==> src/rtl/fpx_pkg.sv <==
package fpx_pkg;
  typedef enum logic [1:0] {
    ST_IDLE = 2'd0,
    ST_RUN  = 2'd1,
    ST_FIN  = 2'd2
  } fpx_state_e;
endpackage

==> src/rtl/fpx_plan.sv <==
// Combinational decode of a transfer command into its walk parameters.
module fpx_plan #(
  parameter int ADDR_W = 32,
  parameter int IMM_W  = 8,
  parameter int VD_W   = 4,
  localparam int REG_W = VD_W + 1
) (
  input  logic              multi,
  input  logic              up,
  input  logic              dbl,
  input  logic              base_pc,
  input  logic              wback,
  input  logic [ADDR_W-1:0] base,
  input  logic [IMM_W-1:0]  imm,
  input  logic [VD_W-1:0]   vd,
  input  logic              dbit,
  output logic [ADDR_W-1:0] start_addr,
  output logic [ADDR_W-1:0] wb_val,
  output logic              wb_req,
  output logic [IMM_W-1:0]  words,
  output logic [REG_W-1:0]  first_reg
);
  localparam int PAD_W = ADDR_W - IMM_W - 2;

  logic [ADDR_W-1:0] offset;
  logic [ADDR_W-1:0] base_adj;
  logic [ADDR_W-1:0] below;
  logic [ADDR_W-1:0] above;

  assign offset   = {{PAD_W{1'b0}}, imm, 2'b00};
  assign base_adj = (base_pc && !multi) ? ((base + ADDR_W'(3)) & ~ADDR_W'(3)) : base;
  assign below    = base_adj - offset;
  assign above    = base_adj + offset;

  always_comb begin
    if (multi) begin
      start_addr = up ? base_adj : below;
      wb_val     = up ? above : below;
      wb_req     = wback;
      words      = dbl ? {imm[IMM_W-1:1], 1'b0} : imm;
    end else begin
      start_addr = up ? above : below;
      wb_val     = base_adj;
      wb_req     = 1'b0;
      words      = dbl ? IMM_W'(2) : IMM_W'(1);
    end
    first_reg = dbl ? {dbit, vd} : {vd, dbit};
  end
endmodule

==> src/rtl/fpx_step.sv <==
// Word-by-word walker with registered request outputs.
module fpx_step
  import fpx_pkg::*;
#(
  parameter int ADDR_W = 32,
  parameter int IMM_W  = 8,
  parameter int REG_W  = 5
) (
  input  logic              clk,
  input  logic              rst,
  input  logic              start,
  input  logic [ADDR_W-1:0] start_addr,
  input  logic [IMM_W-1:0]  words,
  input  logic [REG_W-1:0]  first_reg,
  input  logic              dbl,
  input  logic              be,
  input  logic              load,
  input  logic              wb_req,
  input  logic [ADDR_W-1:0] wb_val,
  input  logic              mem_ready,
  output logic              busy,
  output logic              req_valid,
  output logic              req_write,
  output logic [ADDR_W-1:0] req_addr,
  output logic [REG_W-1:0]  req_reg,
  output logic              req_hi,
  output logic              done,
  output logic              wb_en,
  output logic [ADDR_W-1:0] wb_value
);
  fpx_state_e        state_q;
  logic [IMM_W-1:0]  left_q;
  logic              par_q;
  logic              dbl_q;
  logic              be_q;

  always_ff @(posedge clk) begin
    if (rst) begin
      state_q   <= ST_IDLE;
      req_valid <= 1'b0;
      req_write <= 1'b0;
      req_addr  <= '0;
      req_reg   <= '0;
      left_q    <= '0;
      par_q     <= 1'b0;
      dbl_q     <= 1'b0;
      be_q      <= 1'b0;
      wb_en     <= 1'b0;
      wb_value  <= '0;
    end else begin
      case (state_q)
        ST_IDLE: begin
          if (start) begin
            req_addr  <= start_addr;
            req_reg   <= first_reg;
            req_write <= ~load;
            left_q    <= words;
            par_q     <= 1'b0;
            dbl_q     <= dbl;
            be_q      <= be;
            wb_en     <= wb_req;
            wb_value  <= wb_val;
            if (words == '0) begin
              state_q <= ST_FIN;
            end else begin
              state_q   <= ST_RUN;
              req_valid <= 1'b1;
            end
          end
        end
        ST_RUN: begin
          if (mem_ready) begin
            if (left_q == IMM_W'(1)) begin
              req_valid <= 1'b0;
              state_q   <= ST_FIN;
            end else begin
              req_addr <= req_addr + ADDR_W'(4);
              left_q   <= left_q - IMM_W'(1);
              par_q    <= dbl_q & ~par_q;
              if (!dbl_q || par_q) req_reg <= req_reg + REG_W'(1);
            end
          end
        end
        default: state_q <= ST_IDLE;
      endcase
    end
  end

  assign busy   = (state_q != ST_IDLE);
  assign done   = (state_q == ST_FIN);
  assign req_hi = dbl_q & (be_q ^ par_q);

  p_quiet_idle_r1: assert property (@(posedge clk) disable iff (rst)
    !busy |-> (!req_valid && !done));

  p_stall_hold_r9: assert property (@(posedge clk) disable iff (rst)
    (req_valid && !mem_ready) |=>
      (req_valid && $stable(req_addr) && $stable(req_reg) && $stable(req_hi)));

  p_addr_step_r8: assert property (@(posedge clk) disable iff (rst)
    (req_valid && mem_ready) |=> (!req_valid || req_addr == $past(req_addr) + ADDR_W'(4)));

  p_reg_step_r2: assert property (@(posedge clk) disable iff (rst)
    (req_valid && mem_ready && !dbl_q) |=>
      (!req_valid || req_reg == $past(req_reg) + REG_W'(1)));

  p_half_swap_r3: assert property (@(posedge clk) disable iff (rst)
    (req_valid && mem_ready && dbl_q) |=> (!req_valid || req_hi != $past(req_hi)));

  p_done_pulse_r10: assert property (@(posedge clk) disable iff (rst)
    done |=> !done);
endmodule

==> src/rtl/fpx_seq.sv <==
module fpx_seq #(
  parameter int ADDR_W = 32,
  parameter int IMM_W  = 8,
  parameter int VD_W   = 4,
  localparam int REG_W = VD_W + 1
) (
  input  logic              clk,
  input  logic              rst,
  input  logic              cmd_valid,
  input  logic              cmd_load,
  input  logic              cmd_multi,
  input  logic              cmd_up,
  input  logic              cmd_wback,
  input  logic              cmd_double,
  input  logic              cmd_base_pc,
  input  logic [ADDR_W-1:0] cmd_base,
  input  logic [IMM_W-1:0]  cmd_imm,
  input  logic [VD_W-1:0]   cmd_vd,
  input  logic              cmd_dbit,
  input  logic              big_endian,
  output logic              busy,
  output logic              req_valid,
  output logic              req_write,
  output logic [ADDR_W-1:0] req_addr,
  output logic [REG_W-1:0]  req_reg,
  output logic              req_hi,
  input  logic              mem_ready,
  output logic              done,
  output logic              wb_en,
  output logic [ADDR_W-1:0] wb_value
);
  logic [ADDR_W-1:0] p_start;
  logic [ADDR_W-1:0] p_wb;
  logic              p_wbreq;
  logic [IMM_W-1:0]  p_words;
  logic [REG_W-1:0]  p_first;
  logic              accept;

  assign accept = cmd_valid & ~busy;

  fpx_plan #(.ADDR_W(ADDR_W), .IMM_W(IMM_W), .VD_W(VD_W)) u_plan (
    .multi(cmd_multi), .up(cmd_up), .dbl(cmd_double), .base_pc(cmd_base_pc),
    .wback(cmd_wback), .base(cmd_base), .imm(cmd_imm), .vd(cmd_vd),
    .dbit(cmd_dbit), .start_addr(p_start), .wb_val(p_wb), .wb_req(p_wbreq),
    .words(p_words), .first_reg(p_first)
  );

  fpx_step #(.ADDR_W(ADDR_W), .IMM_W(IMM_W), .REG_W(REG_W)) u_step (
    .clk(clk), .rst(rst), .start(accept), .start_addr(p_start),
    .words(p_words), .first_reg(p_first), .dbl(cmd_double), .be(big_endian),
    .load(cmd_load), .wb_req(p_wbreq), .wb_val(p_wb), .mem_ready(mem_ready),
    .busy(busy), .req_valid(req_valid), .req_write(req_write),
    .req_addr(req_addr), .req_reg(req_reg), .req_hi(req_hi), .done(done),
    .wb_en(wb_en), .wb_value(wb_value)
  );

  p_write_dir_r12: assert property (@(posedge clk) disable iff (rst)
    (accept && !cmd_load && cmd_imm != '0) |=> req_write);
endmodule

==> config.mk <==
export PLATFORM = sky130hd
export DESIGN_NAME = fpx_seq
export DESIGN_NICKNAME = d
export VERILOG_FILES = /design/src/rtl/fpx_pkg.sv /design/src/rtl/fpx_plan.sv /design/src/rtl/fpx_step.sv /design/src/rtl/fpx_seq.sv
export SDC_FILE = /design/constraint.sdc
export NUM_CORES = 1
export LEC_CHECK = 0
export ABC_AREA = 1
export BUFFER_PORTS_ARGS = -buffer_cell sky130_fd_sc_hd__buf_2
export CORE_UTILIZATION = 63
export DETAILED_ROUTE_END_ITERATION = 7
export PLACE_DENSITY = 0.95
export SLEW_MARGIN = 20
export SYNTH_ARGS = -nofsm -noshare
export SYNTH_HDL_FRONTEND = slang
export SYNTH_SLANG_ARGS = --single-unit
==> constraint.sdc <==
create_clock -name clk -period 7.8 [get_ports clk]
set_input_delay 1.56 -clock clk [delete_from_list [all_inputs] [get_ports clk]]
set_output_delay 1.56 -clock clk [all_outputs]
set_load 0.03 [all_outputs]
# Yosys cells after proc, flatten, opt, wreduce, memory -nomap -nowiden
# Cells that the tools add are included.
[word_totals]
register_bits = 85
latch_bits = 0
mem_bits_rw = 0
rom_bits = 0
output_inout_bits = 75
elab_cells = 83
memories = 0
[classes]
add_sub_neg = 6
mul = 0
div_mod_pow = 0
n_lt_le_gt_ge = 0
n_eq_ne = 9
shift = 0
n_mux = 37
bitwise = 7
reduce_logical = 13
[op_table]
columns = ["operator", "count"]
rows = [
  ["$mux W32", 8],
  ["$pmux W32 S2", 1],
  ["$add A32 B10 Y32", 1],
  ["$add A32 B2 Y32 const B", 1],
  ["$add A32 B3 Y32 const B", 1],
  ["$mux W8", 4],
  ["$sub A32 B10 Y32", 1],
  ["$mux W5", 5],
  ["$pmux W8 S2", 1],
  ["$mux W2", 5],
  ["$pmux W5 S2", 1],
  ["$reduce_and A5 Y1", 2],
  ["$mux W1", 9],
  ["$eq A8 B1 Y1 const B", 1],
  ["$logic_not A8 Y1", 1],
  ["$ne A2 B2 Y1 const B", 4],
  ["$sub A8 B1 Y8 const B", 1],
  ["$add A5 B1 Y5 const B", 1],
  ["$ne A2 B1 Y1 const B", 2],
  ["$pmux W1 S2", 2],
  ["$pmux W2 S2", 1],
  ["$reduce_and A4 Y1", 1],
  ["$reduce_bool A2 Y1", 2],
  ["$and A1 B1 Y1", 3],
  ["10 further kinds", 13],
]

# Depth between registers and ports, before layout
# Gate-level depths: netlist (run 1).
[logic_depth]
depth_word = 8
mapped_depth = 29
depth_no_buf = 29

# Modules after synthesis
# A second synthesis (run 1) with hierarchy kept.
[hier_totals]
hier_cells = 1595
hier_area_um2 = 8769.7
[by_module_without_submodules]
columns = ["module", "n_inst", "cells_per_inst", "area_per_inst_um2", "seq_area_each_um2"]
rows = [
  ["fpx_step", 1, 709, 4461.8, 1701.6],
  ["fpx_plan", 1, 884, 4297.9, 0.0],
  ["fpx_seq", 1, 2, 10.0, 0.0],
]

# Worst setup path before layout (run 1)
# No wires, ideal clock.
[synth_path]
path_type = "input port to flip-flop"
start = "input cmd_base[0]"
end = "register u_step.req_addr[25]"
setup_ps = 67
arrival_ps = 4276
required_ps = 7733
path_slack_ps = 3458
stages = 26
cell_sequence = "nor2_1 > nor2_1 > inv_1 > nor2_1 > inv_1 > nor2_1 > or2_2 > inv_1 > nor2_1 > ha_1 > inv_1 > nor2_1 > a21oi_1 > nor2b_1 > o21ai_0 > nand2_1 > nand3_1 > nor2_4 > nand2_1 > nand2_1 > nand3_1 > nand2_1 > inv_2 > nand2_1 > nand2_1 > a21oi_2"
[synth_between]
elab_chain_cells = 7
elab_cells_between_ends = 9
[synth_rtl]
columns = ["element", "line_no", "text"]
rows = [
  ["start: declaration", "fpx_seq.sv:16", "input logic [ADDR_W-1:0] cmd_base,"],
  ["$add A32 B2 Y32", "fpx_plan.sv:31", "assign base_adj = (base_pc && !multi) ? ((base + ADDR_W'(3)) & ~ADDR_W'(3)) : base;"],
  ["$mux W32 (*)", "fpx_plan.sv:31", ""],
  ["$sub A32 B10 Y32 or $add A32 B10 Y32 (tied branches)", "fpx_plan.sv:32, fpx_plan.sv:33", ""],
  ["$mux W32, on equally long branches", "fpx_plan.sv:42, fpx_plan.sv:37", ""],
  ["$mux W32 (*)", "fpx_plan.sv:36", "if (multi) begin"],
  ["$mux W32 (*)", "fpx_step.sv:53", "if (start) begin"],
  ["$pmux W32 S2 (*)", "fpx_step.sv:51", "case (state_q)"],
  ["end signal: assignment", "fpx_step.sv:54", "req_addr <= start_addr;"],
  ["end signal: assignment", "fpx_step.sv:77", "req_addr <= req_addr + ADDR_W'(4);"],
  ["end: declaration", "fpx_step.sv:24", "output logic [ADDR_W-1:0] req_addr,"],
]
# Mark *: on every way between the ends. The rest lies on a longest branch, timed or not. The select of a mux whose other input is x is not followed.
# A chain may end at the register's enable or synchronous reset.

# Worst setup path after layout (run 1)
[layout_path]
start = "input cmd_multi"
end = "register u_step.req_addr[13]"
[layout_between]
elab_chain_cells = 8
elab_cells_between_ends = 10
[layout_rtl]
columns = ["element", "line_no", "text"]
rows = [
  ["start: declaration", "fpx_seq.sv:11", "input logic cmd_multi,"],
  ["$logic_not A1 Y1", "fpx_plan.sv:31", ""],
  ["$logic_and A1 B1 Y1", "fpx_plan.sv:31", ""],
  ["$mux W32", "fpx_plan.sv:31", ""],
  ["$sub A32 B10 Y32 or $add A32 B10 Y32 (tied branches)", "fpx_plan.sv:32, fpx_plan.sv:33", ""],
  ["$mux W32, on equally long branches", "fpx_plan.sv:42, fpx_plan.sv:37", ""],
  ["$mux W32 (*)", "fpx_plan.sv:36", ""],
  ["$mux W32 (*)", "fpx_step.sv:53", ""],
  ["$pmux W32 S2 (*)", "fpx_step.sv:51", ""],
]
# Marks and branches as above.

==> key figures, run 1 <==
Run status
  • Outcome: finished clean

Yosys
  • Yosys reg bits: 85
  • Main combinational cell family by area after synthesis: simple AND/OR/NAND/NOR gates
  • Sequential element share of the synthesized area: 20.4%
  • Synth Area in XOR/XNOR: 4.19%
  • Post-synthesis cell count: 1415
  • Compound-Gate Fraction of Synth Area: 20.5%
  • Simple-gate share of the synthesized area: 41.2%
  • YS warnings: 0
  • Synth cell types: 50
  • Total nets after synthesis: 1494
  • Most used flip-flop cell after synthesis: dfxtp_1
  • Avg Synthesized Cell Area: 5.91 µm²
  • Mapped Area: 8360 µm²
  • Post-Synth Adder-Cell Area: 3.62%
  • Post-synth EDFFs: 0
  • Synth async-reset ratio: 0%
  • Mux share of post-synthesis cell area: 0%

Global route
  • Vias in the first global route: 9036
  • Initial antenna violation count: 0
  • GRT Resource Usage Total: 41.4%
  • GRT overflow: 0
  • Largest net degree at the start of global routing: 78
  • First-pass GRT wire length: 44.1 mm

Clock network
  • Reg clk slew, reported paths: 0.07 ns
  • CTS Sinks: 85
  • H-tree levels: 3
  • Hold-fix buffers at CTS: 0
  • Post-CTS setup buffers: 0
  • CTS tree: built
  • Maximum clock insertion buffer count: 2
  • CTS Buf Count: 9
  • PostCTS Resize Cnt: 0
  • Insertion delay to the later sink of the worst-skew pair: 0.36 ns
  • Root Driver: clkbuf_16

Timing
  • Worst slew margin: 30.2%
  • Final setup vio count: 0
  • Hold Vio Cnt, Final: 0
  • Final worst-path cycle share: 63.5%
  • Final Skew: 0.00687 ns
  • Unrepaired setup endpoints after global routing: no
  • Worst slew pin tran: 1.04 ns
  • Min Tclk post-route: 4.96 ns
  • Highest attainable clock frequency: 0.202 GHz
  • TNS Setup: 0 ns
  • Slew Limit Fails: 0

Critical path
  • Delay-heaviest family, CP: simple AND/OR/NAND/NOR gates
  • R2r worst-path depth: 12
  • Critical path required time: 8.02 ns
  • Max FO, Critical Path: 28
  • Startpoint types: primary input
  • CP arrival: 5.18 ns
  • Worst flop-to-flop path startpoint: u_step.state_q[0]$_SDFFE_PP0P_
  • Slowest cell delay on critical path: 0.45 ns
  • Slowest-stage cell, CP: o21ai_0
  • CP Buf/Inv Count: 6
  • Worst setup path start: cmd_multi
  • Endpoint class of the critical path: flip-flop
  • Worst setup path class: primary input to flip-flop
  • Worst path most repeated cell: nor2_1
  • Total stage count of the critical path: 23
  • CP Cell Sequence: buf_2 -> inv_4 -> nand2_4 -> nor2_1 -> inv_1 -> nor2_1 -> inv_1 -> nor2_1 -> or2_2 -> inv_1 -> nor2_1 -> ha_1 -> inv_1 -> nor2_1 -> a21oi_1 -> nor2b_1 -> o21ai_0 -> nand2_1 -> nand3_1 -> nor2_1 -> o22ai_1 -> o21ai_0 -> a21oi_1

Detailed routing
  • DR vias/cell: 6.09
  • Vias after detailed routing: 10276
  • Drt pass-1 iters: 6
  • WL per Instance: 16.6 µm
  • Final ANT Viol Nets: 0
  • DRC errors left: 0
  • Drt initial violations: 1744
  • Final WL: 28.0 mm

Cells and area
  • Share of cells above drive strength 1: 17.2%
  • Core Util, Final: 73.2%
  • Top flop regs: u_step.req_addr: 32 flops, u_step.wb_value: 32 flops, u_step.left_q: 8 flops
  • Inserted Diodes: 0
  • Final net count: 1590
  • Area growth syn-to-layout: 11.9%
  • Filler instances: 1115

Worst hold path
  • Hold Startpoint: u_step.wb_value[15]$_SDFFE_PP0P_
  • Worst min-delay path class: flip-flop to flip-flop
  • Hold Path Stages: 2

Pwr
  • Pwr dens: 174 nW/µm²
  • Maximum vdd drop: 0.0994 mV
  • Leakage: 4.48 nW

Die
  • Core area: 12800 µm²
  • Starting density of the core: 65.4%
  • Die height: 117 µm
  • Die W: 117 µm
  • DIE AREA: 13700 µm²
  • Boundary Pins: 131
  • Num rows: 41

Place
  • PortBufs: 130
  • Placer Congestion: 1.02
  • HPWL after detailed placement: 20.4 mm

Job
  • Maximum Capacitance Violations: 0
per-layer routing:
| layer | global-route usage, % | up-vias | wire length [µm] |
|---|---|---|---|
| li1 | - | 4863 | - |
| met5 | 0 | - | 0 |
| met1 | 53.7 | 4607 | 11200 |
| met2 | 65.1 | 691 | 12400 |
| met3 | 9.11 | 115 | 3330 |
| met4 | 19.7 | 0 | 1010 |
path summary, 6_finish.rpt:
kind	to	slack (ns)
worst max-delay path	u_step.req_addr[13]$_SDFFE_PP0P_	2.84
worst min-delay path	u_step.wb_value[15]$_SDFFE_PP0P_	0.46
worst max register to register	u_step.req_addr[25]$_SDFFE_PP0P_	4.26
worst min register to register	u_step.wb_value[15]$_SDFFE_PP0P_	0.46
report_power, final:
part | switching [W] | total (W) | internal [W]
registers | 0.0000638 | 0.000554 | 0.000490
clock network | 0.000212 | 0.000443 | 0.000230
logic | 0.000446 | 0.000634 | 0.000187
total | 0.000723 | 0.00163 | 0.000908
Yosys cell counts (2+ instances only):
cell	instances	share of area, %
nor3_2	2	0.24
buf_1	5	0.22
nand4_1	28	2.1
o211ai_1	26	2.3
nand2_4	5	0.67
ha_1	21	3.1
nand3_1	128	7.7
nand2_1	337	15
o221ai_1	6	0.63
o21ai_0	98	5.9
nor2_2	16	1.2
a21oi_2	6	0.63
o22ai_1	3	0.22
o221a_2	2	0.27
nand2_2	28	2.1
nor3_1	18	1.1
nor2_1	139	6.2
clkinv_1	2	0.090
nor2_4	13	1.8
inv_1	149	6.7
nand3_2	5	0.60
inv_4	2	0.15
fa_1	2	0.48
a21oi_1	140	8.4
inv_2	11	0.49
nand3b_1	9	0.81
xnor2_1	9	0.94
dfxtp_1	85	20
xor2_1	31	3.2
a31oi_1	5	0.37
buf_2	10	0.60
nor2_8	2	0.48
o21ai_2	4	0.42
o21bai_1	3	0.27
or2_2	5	0.37
a211oi_1	2	0.18
clkbuf_1	36	1.6
nor4_1	2	0.15
o21ai_1	9	0.54
area by class of cell:
cell class                      instances  area [µm²]  share of cell area, %
Multi-Input combinational cell       1113        5820                   62.2
Sequential cell                        85        1700                   18.2
Timing Repair Buffer                  137         703                   7.52
Inverter                              165         626                   6.69
Clock buffer                           10         239                   2.55
Tap cell                              172         215                   2.30
Clock inverter                          6        51.3                  0.548
kinds of logic (layout without fill, tap and decap cells):
family	after synthesis	after routing
AND/OR/NAND/NOR	742	742
AO/OA/AOI/OAI	308	308
buffers and inverters	217	318
flip-flops	85	85
XOR/XNOR	40	40
adder cells (fa/ha/maj)	23	23
cell usage in the layout (no fill, tap or decap), types with 7 or more instances in the layout:
cell type  instances
xor2_1            31
nor3_1            18
clkbuf_16          9
buf_2            130
o21ai_0           98
nand4_1           28
inv_1            147
ha_1              21
nor2_1           137
a21oi_1          140
nand2_2           28
o211ai_1          26
buf_4              7
nand3_1          128
inv_2             12
o21ai_1            9
nor2_4            13
nor2_2            18
dfxtp_1           85
nand3b_1           9
xnor2_1            9
nand2_1          337
worst reg2reg max path, cell delays in order (launching register included):
cell      delay, ns
dfxtp_1        0.47
inv_2          0.10
nor2_2         0.08
buf_4          0.36
inv_2          0.06
or2_1          0.23
nand2_1        0.06
nor2_1         0.04
nand2_1        0.06
buf_4          0.38
clkinv_1       0.96
o21ai_0        0.58
a21oi_2        0.05
per-stage QoR:
step	area (µm²)	total power (W)	instances	hold slack, ns	setup slack (ns)
finish	9360	0.00163	1688	0.464	2.84
floorplan	8360	0.000994	1415	0.470	3.46
global placement	9060	0.00116	1672	0.450	2.69
detailed placement	9060	0.00117	1672	0.455	2.59
CTS	9360	0.00161	1688	0.466	2.94
global route	9360	0.00171	1688	0.482	2.42
Power figures use the tool's default switching activity.
==> run 2: changes to the inputs <==
Settings changed: CORE_UTILIZATION 63 to 59.
Clock period 7.8 ns to 5 ns, I/O delays scaled along.
==> run 2 against run 1 <==
  * The flow now finishes with violations (design-rule violations)
  * Combinational power up 56%
  * Setup slack worse by 2.1 ns
  * Sequential power increased by 55%
  * Power is 55% higher
  * Sequential share of layout area shrank 0.068 points
  * Core utilization decreased by 5.3 points
  * Die area up 6.7%
  * Clock power up 53%
  * Cell count grew 0.71%
  * Clock-buffer cell count unchanged
  * Critical path type unchanged
==> key figures, run 2 (synthesis results as in run 1) <==
Die
  • Num rows: 43 (was 41)
  • Starting density of the core: 60.4% (was 65.4%)
  • Boundary Pins: 131 (unchanged)
  • DIE AREA: 14600 µm² (was 13700 µm²)
  • Die W: 121 µm (was 117 µm)
  • Die height: 121 µm (was 117 µm)
  • Core area: 13800 µm² (was 12800 µm²)

Critical path
  • Endpoint class of the critical path: flip-flop (unchanged)
  • Max FO, Critical Path: 7 (was 28)
  • R2r worst-path depth: 11 (was 12)
  • Slowest-stage cell, CP: o21ai_0 (unchanged)
  • Critical path required time: 5.22 ns (was 8.02 ns)
  • Worst setup path class: primary input to flip-flop (unchanged)
  • CP arrival: 4.46 ns (was 5.18 ns)
  • Startpoint types: primary input (unchanged)
  • Slowest cell delay on critical path: 0.32 ns (was 0.45 ns)

Timing
  • Slew Limit Fails: 0 (unchanged)
  • Worst slew margin: 25.9% (was 30.2%)
  • TNS Setup: 0 ns (unchanged)
  • Hold WS: 0.463 ns (was 0.464 ns)
  • Final Skew: 0.00905 ns (was 0.00687 ns)
  • Unrepaired setup endpoints after global routing: no (unchanged)
  • Hold Vio Cnt, Final: 0 (unchanged)
  • Final worst-path cycle share: 84.7%
  • Final setup vio count: 0 (unchanged)
  • Min Tclk post-route: 4.24 ns
  • Highest attainable clock frequency: 0.236 GHz
  • Worst slew pin tran: 1.10 ns (was 1.04 ns)

Pwr
  • Pwr dens: 269 nW/µm² (was 174 nW/µm²)
  • Clk pwr share: 26.8% (was 27.1%)
  • Maximum vdd drop: 0.168 mV (was 0.0994 mV)
  • Internal: 0.00141 W (was 0.000908 W)
  • Leakage: 4.49 nW (was 4.48 nW)
  • Net switching power: 0.00111 W (was 0.000723 W)
  • Sequential power share: 34.1% (was 34.0%)
  • Switching part of the total: 44.0% (was 44.3%)
  • Combinational share of power: 39.2% (was 38.9%)

Place
  • HPWL after detailed placement: 20.2 mm (was 20.4 mm)
  • PortBufs: 130 (unchanged)
  • Placer Congestion: 1.04 (was 1.02)

Clock network
  • H-tree levels: 3 (unchanged)
  • Hold-fix buffers at CTS: 0 (unchanged)
  • Post-CTS setup buffers: 0 (unchanged)
  • CTS tree: built (unchanged)
  • CTS Sinks: 85 (unchanged)
  • Maximum clock insertion buffer count: 2 (unchanged)
  • CTS Buf Count: 9 (unchanged)
  • Root Driver: clkbuf_16 (unchanged)
  • Insertion delay to the later sink of the worst-skew pair: 0.35 ns (was 0.36 ns)
  • Reg clk slew, reported paths: 0.07 ns (about the same)
  • PostCTS Resize Cnt: 0 (unchanged)

Global route
  • Vias in the first global route: 8691 (was 9036)
  • Initial antenna violation count: 1 (was 0)
  • Largest net degree at the start of global routing: 77 (was 78)
  • GRT overflow: 0 (unchanged)
  • GRT Resource Usage Total: 37.5% (was 41.4%)
  • First-pass GRT wire length: 43.8 mm (was 44.1 mm)

Detailed routing
  • Final ANT Viol Nets: 0 (unchanged)
  • Final WL: 27.4 mm (was 28.0 mm)
  • DRC errors left: 5 (was 0)
  • WL per Instance: 16.1 µm (was 16.6 µm)
  • Drt initial violations: 1512 (was 1744)
  • Drt pass-1 iters: 8 (was 6)
  • Vias after detailed routing: 10153 (was 10276)
  • DR vias/cell: 5.97 (was 6.09)

Job
  • Maximum Capacitance Violations: 0 (unchanged)

Run status
  • Outcome: finished, violations left (was finished clean)
  • Failing checks: design-rule violations

Cells and area
  • Area growth syn-to-layout: 12.4% (was 11.9%)
  • Filler instances: 1249 (was 1115)
  • Final net count: 1594 (was 1590)
  • Share of cells above drive strength 1: 17.4% (was 17.2%)
  • Top flop regs: u_step.req_addr: 32 flops, u_step.wb_value: 32 flops, u_step.left_q: 8 flops (unchanged)
  • Core Util, Final: 67.9% (was 73.2%)
  • Most frequent cells in the layout: nand2_1, inv_1, a21oi_1, nor2_1, buf_2 (unchanged)
  • Commonest non-fill, non-tap cell in the layout: nand2_1 (unchanged)
  • Inserted Diodes: 0 (unchanged)

Worst hold path
  • Hold Path Stages: 2 (unchanged)
  • Worst min-delay path class: flip-flop to flip-flop (unchanged)
-- run 2: critical path: cells and delay by family --
kind	cells	cell delay (ns)
AND/OR/NAND/NOR	12	1.59
AO/OA/AOI/OAI	5	0.81
buffers and inverters	7	0.76
adder cells (fa/ha/maj)	1	0.31
-- run 2: layer usage --
| metal | track usage [%] | part of all wire (%) | vias to the layer above |
|---|---|---|---|
| li1 | - | - | 4886 |
| met4 | 13.7 | 3.0 | 2 |
| met5 | 0 | 0.055 | - |
| met1 | 51.1 | 41 | 4534 |
| met2 | 58.0 | 44 | 641 |
| met3 | 7.94 | 12 | 90 |
-- run 2: power by group through the flow --
stage / Clock, W / Sequential, W / Combinational [W]
floorplan: 0 / 0.000995 / 0.000555
global placement: 0 / 0.000868 / 0.000943
detailed placement: 0 / 0.000870 / 0.000961
CTS: 0.000671 / 0.000856 / 0.000968
global route: 0.000705 / 0.000870 / 0.00108
finish: 0.000676 / 0.000861 / 0.000990
-- run 2: final timing paths --
path	from	to	slack, ns
worst max-delay path	cmd_multi	u_step.req_addr[17]$_SDFFE_PP0P_	0.76
worst min-delay path	u_step.wb_value[19]$_SDFFE_PP0P_	u_step.wb_value[19]$_SDFFE_PP0P_	0.46
worst max register to register	u_step.state_q[0]$_SDFFE_PP0P_	u_step.req_addr[31]$_SDFFE_PP0P_	1.92
worst min register to register	u_step.wb_value[19]$_SDFFE_PP0P_	u_step.wb_value[19]$_SDFFE_PP0P_	0.46
-- run 2: per-stage QoR --
stage	setup WS, ns	area, µm²	power [W]	instances
floorplan	1.22	8360	0.00155	1415
global placement	0.639	9100	0.00181	1684
detailed placement	0.531	9100	0.00183	1684
CTS	0.889	9390	0.00250	1700
global route	0.416	9390	0.00265	1700
finish	0.764	9390	0.00253	1700
-- run 2: final cells by class --
class,count,area (µm²),area share [%]
well taps,180,225,2.40
multi-input cells,1113,5820,62.0
inverters,165,626,6.66
repair buffers,141,733,7.81
clock buffers,10,239,2.54
clock inverters,6,46.3,0.493
flip-flops and latches,85,1700,18.1
==> run 3: changes to the inputs <==
Clock period 5 ns to 4.3 ns, I/O delays scaled along.
==> run 3 against run 2 <==
  * The flow still finishes with violations (design-rule violations)
  * Final area grew 1.2%
  * Combinational power grew 18%
  * Sequential power increased by 16%
  * Clock skew is 0.00054 ns lower
  * Global-route usage increased by 0.78 points
  * Power up 20%
  * Non-clock buffer count is 11 higher
==> key figures, run 3 (synthesis results as in run 1) <==
Timing
  • Final Skew: 0.00851 ns (was 0.00905 ns)
  • Worst slew pin tran: 1.11 ns (was 1.10 ns)
  • Min Tclk post-route: 4.06 ns
  • Unrepaired setup endpoints after global routing: no (unchanged)
  • TNS Setup: 0 ns (unchanged)
  • Slew Limit Fails: 0 (unchanged)
  • Highest attainable clock frequency: 0.246 GHz
  • Final worst-path cycle share: 94.4%
  • Hold Vio Cnt, Final: 0 (unchanged)
  • Final setup vio count: 0 (unchanged)
  • Worst slew margin: 25.4% (was 25.9%)

Pwr
  • Maximum vdd drop: 0.227 mV (was 0.168 mV)
  • Pwr dens: 319 nW/µm² (was 269 nW/µm²)
  • Leakage: 4.56 nW (was 4.49 nW)

Place
  • HPWL after detailed placement: 21.0 mm (was 20.2 mm)
  • Placer Congestion: 1.07 (was 1.04)
  • PortBufs: 130 (unchanged)
  • Post-DP Area: 9180 µm² (was 9100 µm²)

Die
  • Core area: 13800 µm² (unchanged)
  • Starting density of the core: 60.4% (unchanged)
  • Die height: 121 µm (unchanged)
  • Boundary Pins: 131 (unchanged)
  • Die W: 121 µm (unchanged)
  • Num rows: 43 (unchanged)
  • DIE AREA: 14600 µm² (unchanged)

Cells and area
  • Design Area, Final: 9510 µm² (was 9390 µm²)
  • Most frequent cells in the layout: nand2_1, inv_1, a21oi_1, nor2_1, buf_2 (unchanged)
  • Commonest non-fill, non-tap cell in the layout: nand2_1 (unchanged)
  • Area growth syn-to-layout: 13.7% (was 12.4%)
  • Top flop regs: u_step.req_addr: 32 flops, u_step.wb_value: 32 flops, u_step.left_q: 8 flops (unchanged)
  • Share of cells above drive strength 1: 18.0% (was 17.4%)
  • Final net count: 1605 (was 1594)
  • Inserted Diodes: 0 (unchanged)

Global route
  • Vias in the first global route: 8974 (was 8691)
  • GRT Resource Usage Total: 38.3% (was 37.5%)
  • First-pass GRT wire length: 44.1 mm (was 43.8 mm)
  • GRT overflow: 0 (unchanged)
  • Largest net degree at the start of global routing: 77 (unchanged)
  • Initial antenna violation count: 0 (was 1)

Critical path
  • CP arrival: 4.29 ns (was 4.46 ns)
  • R2r worst-path depth: 12 (was 11)
  • Startpoint types: primary input (unchanged)
  • Reg2reg end: u_step.req_addr[30]$_SDFFE_PP0P_ (was u_step.req_addr[31]$_SDFFE_PP0P_)
  • Worst flop-to-flop path startpoint: u_step.req_addr[2]$_SDFFE_PP0P_ (was u_step.state_q[0]$_SDFFE_PP0P_)
  • Endpoint class of the critical path: flip-flop (unchanged)
  • Critical path required time: 4.53 ns (was 5.22 ns)
  • Worst R2R Setup Slack: 1.51 ns (was 1.92 ns)
  • Worst path most repeated cell: nor2_1
  • Slowest-stage cell, CP: o21ai_0 (unchanged)
  • Worst setup path class: primary input to flip-flop (unchanged)
  • Max FO, Critical Path: 7 (unchanged)
  • Slowest cell delay on critical path: 0.39 ns (was 0.32 ns)
  • Worst setup path start: cmd_multi (unchanged)

Worst hold path
  • Hold Startpoint: u_step.wb_value[19]$_SDFFE_PP0P_ (unchanged)
  • Hold-critical path endpoint: u_step.wb_value[19]$_SDFFE_PP0P_ (unchanged)
  • Hold Path Stages: 2 (unchanged)
  • Worst min-delay path class: flip-flop to flip-flop (unchanged)

Detailed routing
  • Drt pass-1 iters: 8 (unchanged)
  • Final WL: 28.2 mm (was 27.4 mm)
  • DR vias/cell: 6.05 (was 5.97)
  • DRC errors left: 1 (was 5)
  • Final ANT Viol Nets: 0 (unchanged)
  • WL per Instance: 16.5 µm (was 16.1 µm)
  • Drt initial violations: 1432 (was 1512)
  • Vias after detailed routing: 10342 (was 10153)

Clock network
  • Root Driver: clkbuf_16 (unchanged)
  • Insertion delay to the later sink of the worst-skew pair: 0.36 ns (was 0.35 ns)
  • CTS Sinks: 85 (unchanged)
  • Reg clk slew, reported paths: 0.06 ns (was 0.07 ns)
  • Maximum clock insertion buffer count: 2 (unchanged)
  • H-tree levels: 3 (unchanged)
  • CTS Buf Count: 9 (unchanged)
  • CTS tree: built (unchanged)

Run status
  • Failing checks: design-rule violations (unchanged)
  • Outcome: finished, violations left (unchanged)

Job
  • Maximum Capacitance Violations: 0 (unchanged)
==> run 3: cell count changes in the layout (fill, tap and decap cells not counted), sizes merged <==
| cell | delta |
|---|---|
| buf | +11 |
| clkinv | -3 |
| bufinv | +2 |
| clkbuf | -1 |
==> run 3: cell type report <==
type | count | area (µm²)
multi-input cells | 1113 | 5830
fillers | 1255 | 4320
flip-flops and latches | 85 | 1700
repair buffers | 152 | 816
inverters | 165 | 626
clock buffers | 9 | 225
well taps | 180 | 225
clock inverters | 5 | 85.1
==> run 3: power breakdown <==
part           switching, W  internal [W]
Clock              0.000354      0.000506
Sequential         0.000113      0.000889
Combinational      0.000816      0.000353
Total               0.00128       0.00175
==> run 3: how the worst max path moves through the flow <==
stage	depth (start not counted)	end
5_1_grt	27	u_step.req_addr[24]$_SDFFE_PP0P_
6_report	25	u_step.req_addr[15]$_SDFFE_PP0P_
3_3_place_gp	25	u_step.req_addr[15]$_SDFFE_PP0P_
3_5_place_dp	25	u_step.req_addr[17]$_SDFFE_PP0P_
2_1_floorplan	26	u_step.req_addr[25]$_SDFFE_PP0P_
4_1_cts	25	u_step.req_addr[15]$_SDFFE_PP0P_
==> run 3: metal layers <==
metal	up-vias	wire length [µm]	global-route usage, %
met3	81	3290	6.44
met2	723	12500	60.6
met5	-	0	0
met4	0	989	17.1
li1	4904	-	-
met1	4634	11500	50.9
==> run 3: critical path: cells and delay by family <==
kind	cells	cell delay (ns)
buf+inv	7	0.63
fa+ha+maj	1	0.33
simple gates	13	1.54
compound gates	4	0.94
==> run 3: repair_timing <==
| action | CTS | global route |
|---|---|---|
| hold buffers | 0 | 0 |
| resized for setup | 0 | 3 |
| endpoints found under the setup margin | 0 | 7 |
| setup buffers | 0 | 1 |
==> run 3: through the flow <==
step | setup slack [ns] | utilization [%] | hold WS (ns) | total power [W] | cells
3_5_place_dp | 0.0328 | 66.4 | 0.452 | 0.00214 | 1694
3_3_place_gp | 0.143 | 66.4 | 0.446 | 0.00212 | 1694
5_1_grt | 0.0220 | 68.7 | 0.479 | 0.00317 | 1709
6_report | 0.240 | 68.7 | 0.462 | 0.00303 | 1709
2_1_floorplan | 0.658 | - | 0.470 | 0.00180 | 1415
4_1_cts | 0.326 | 68.6 | 0.463 | 0.00299 | 1708
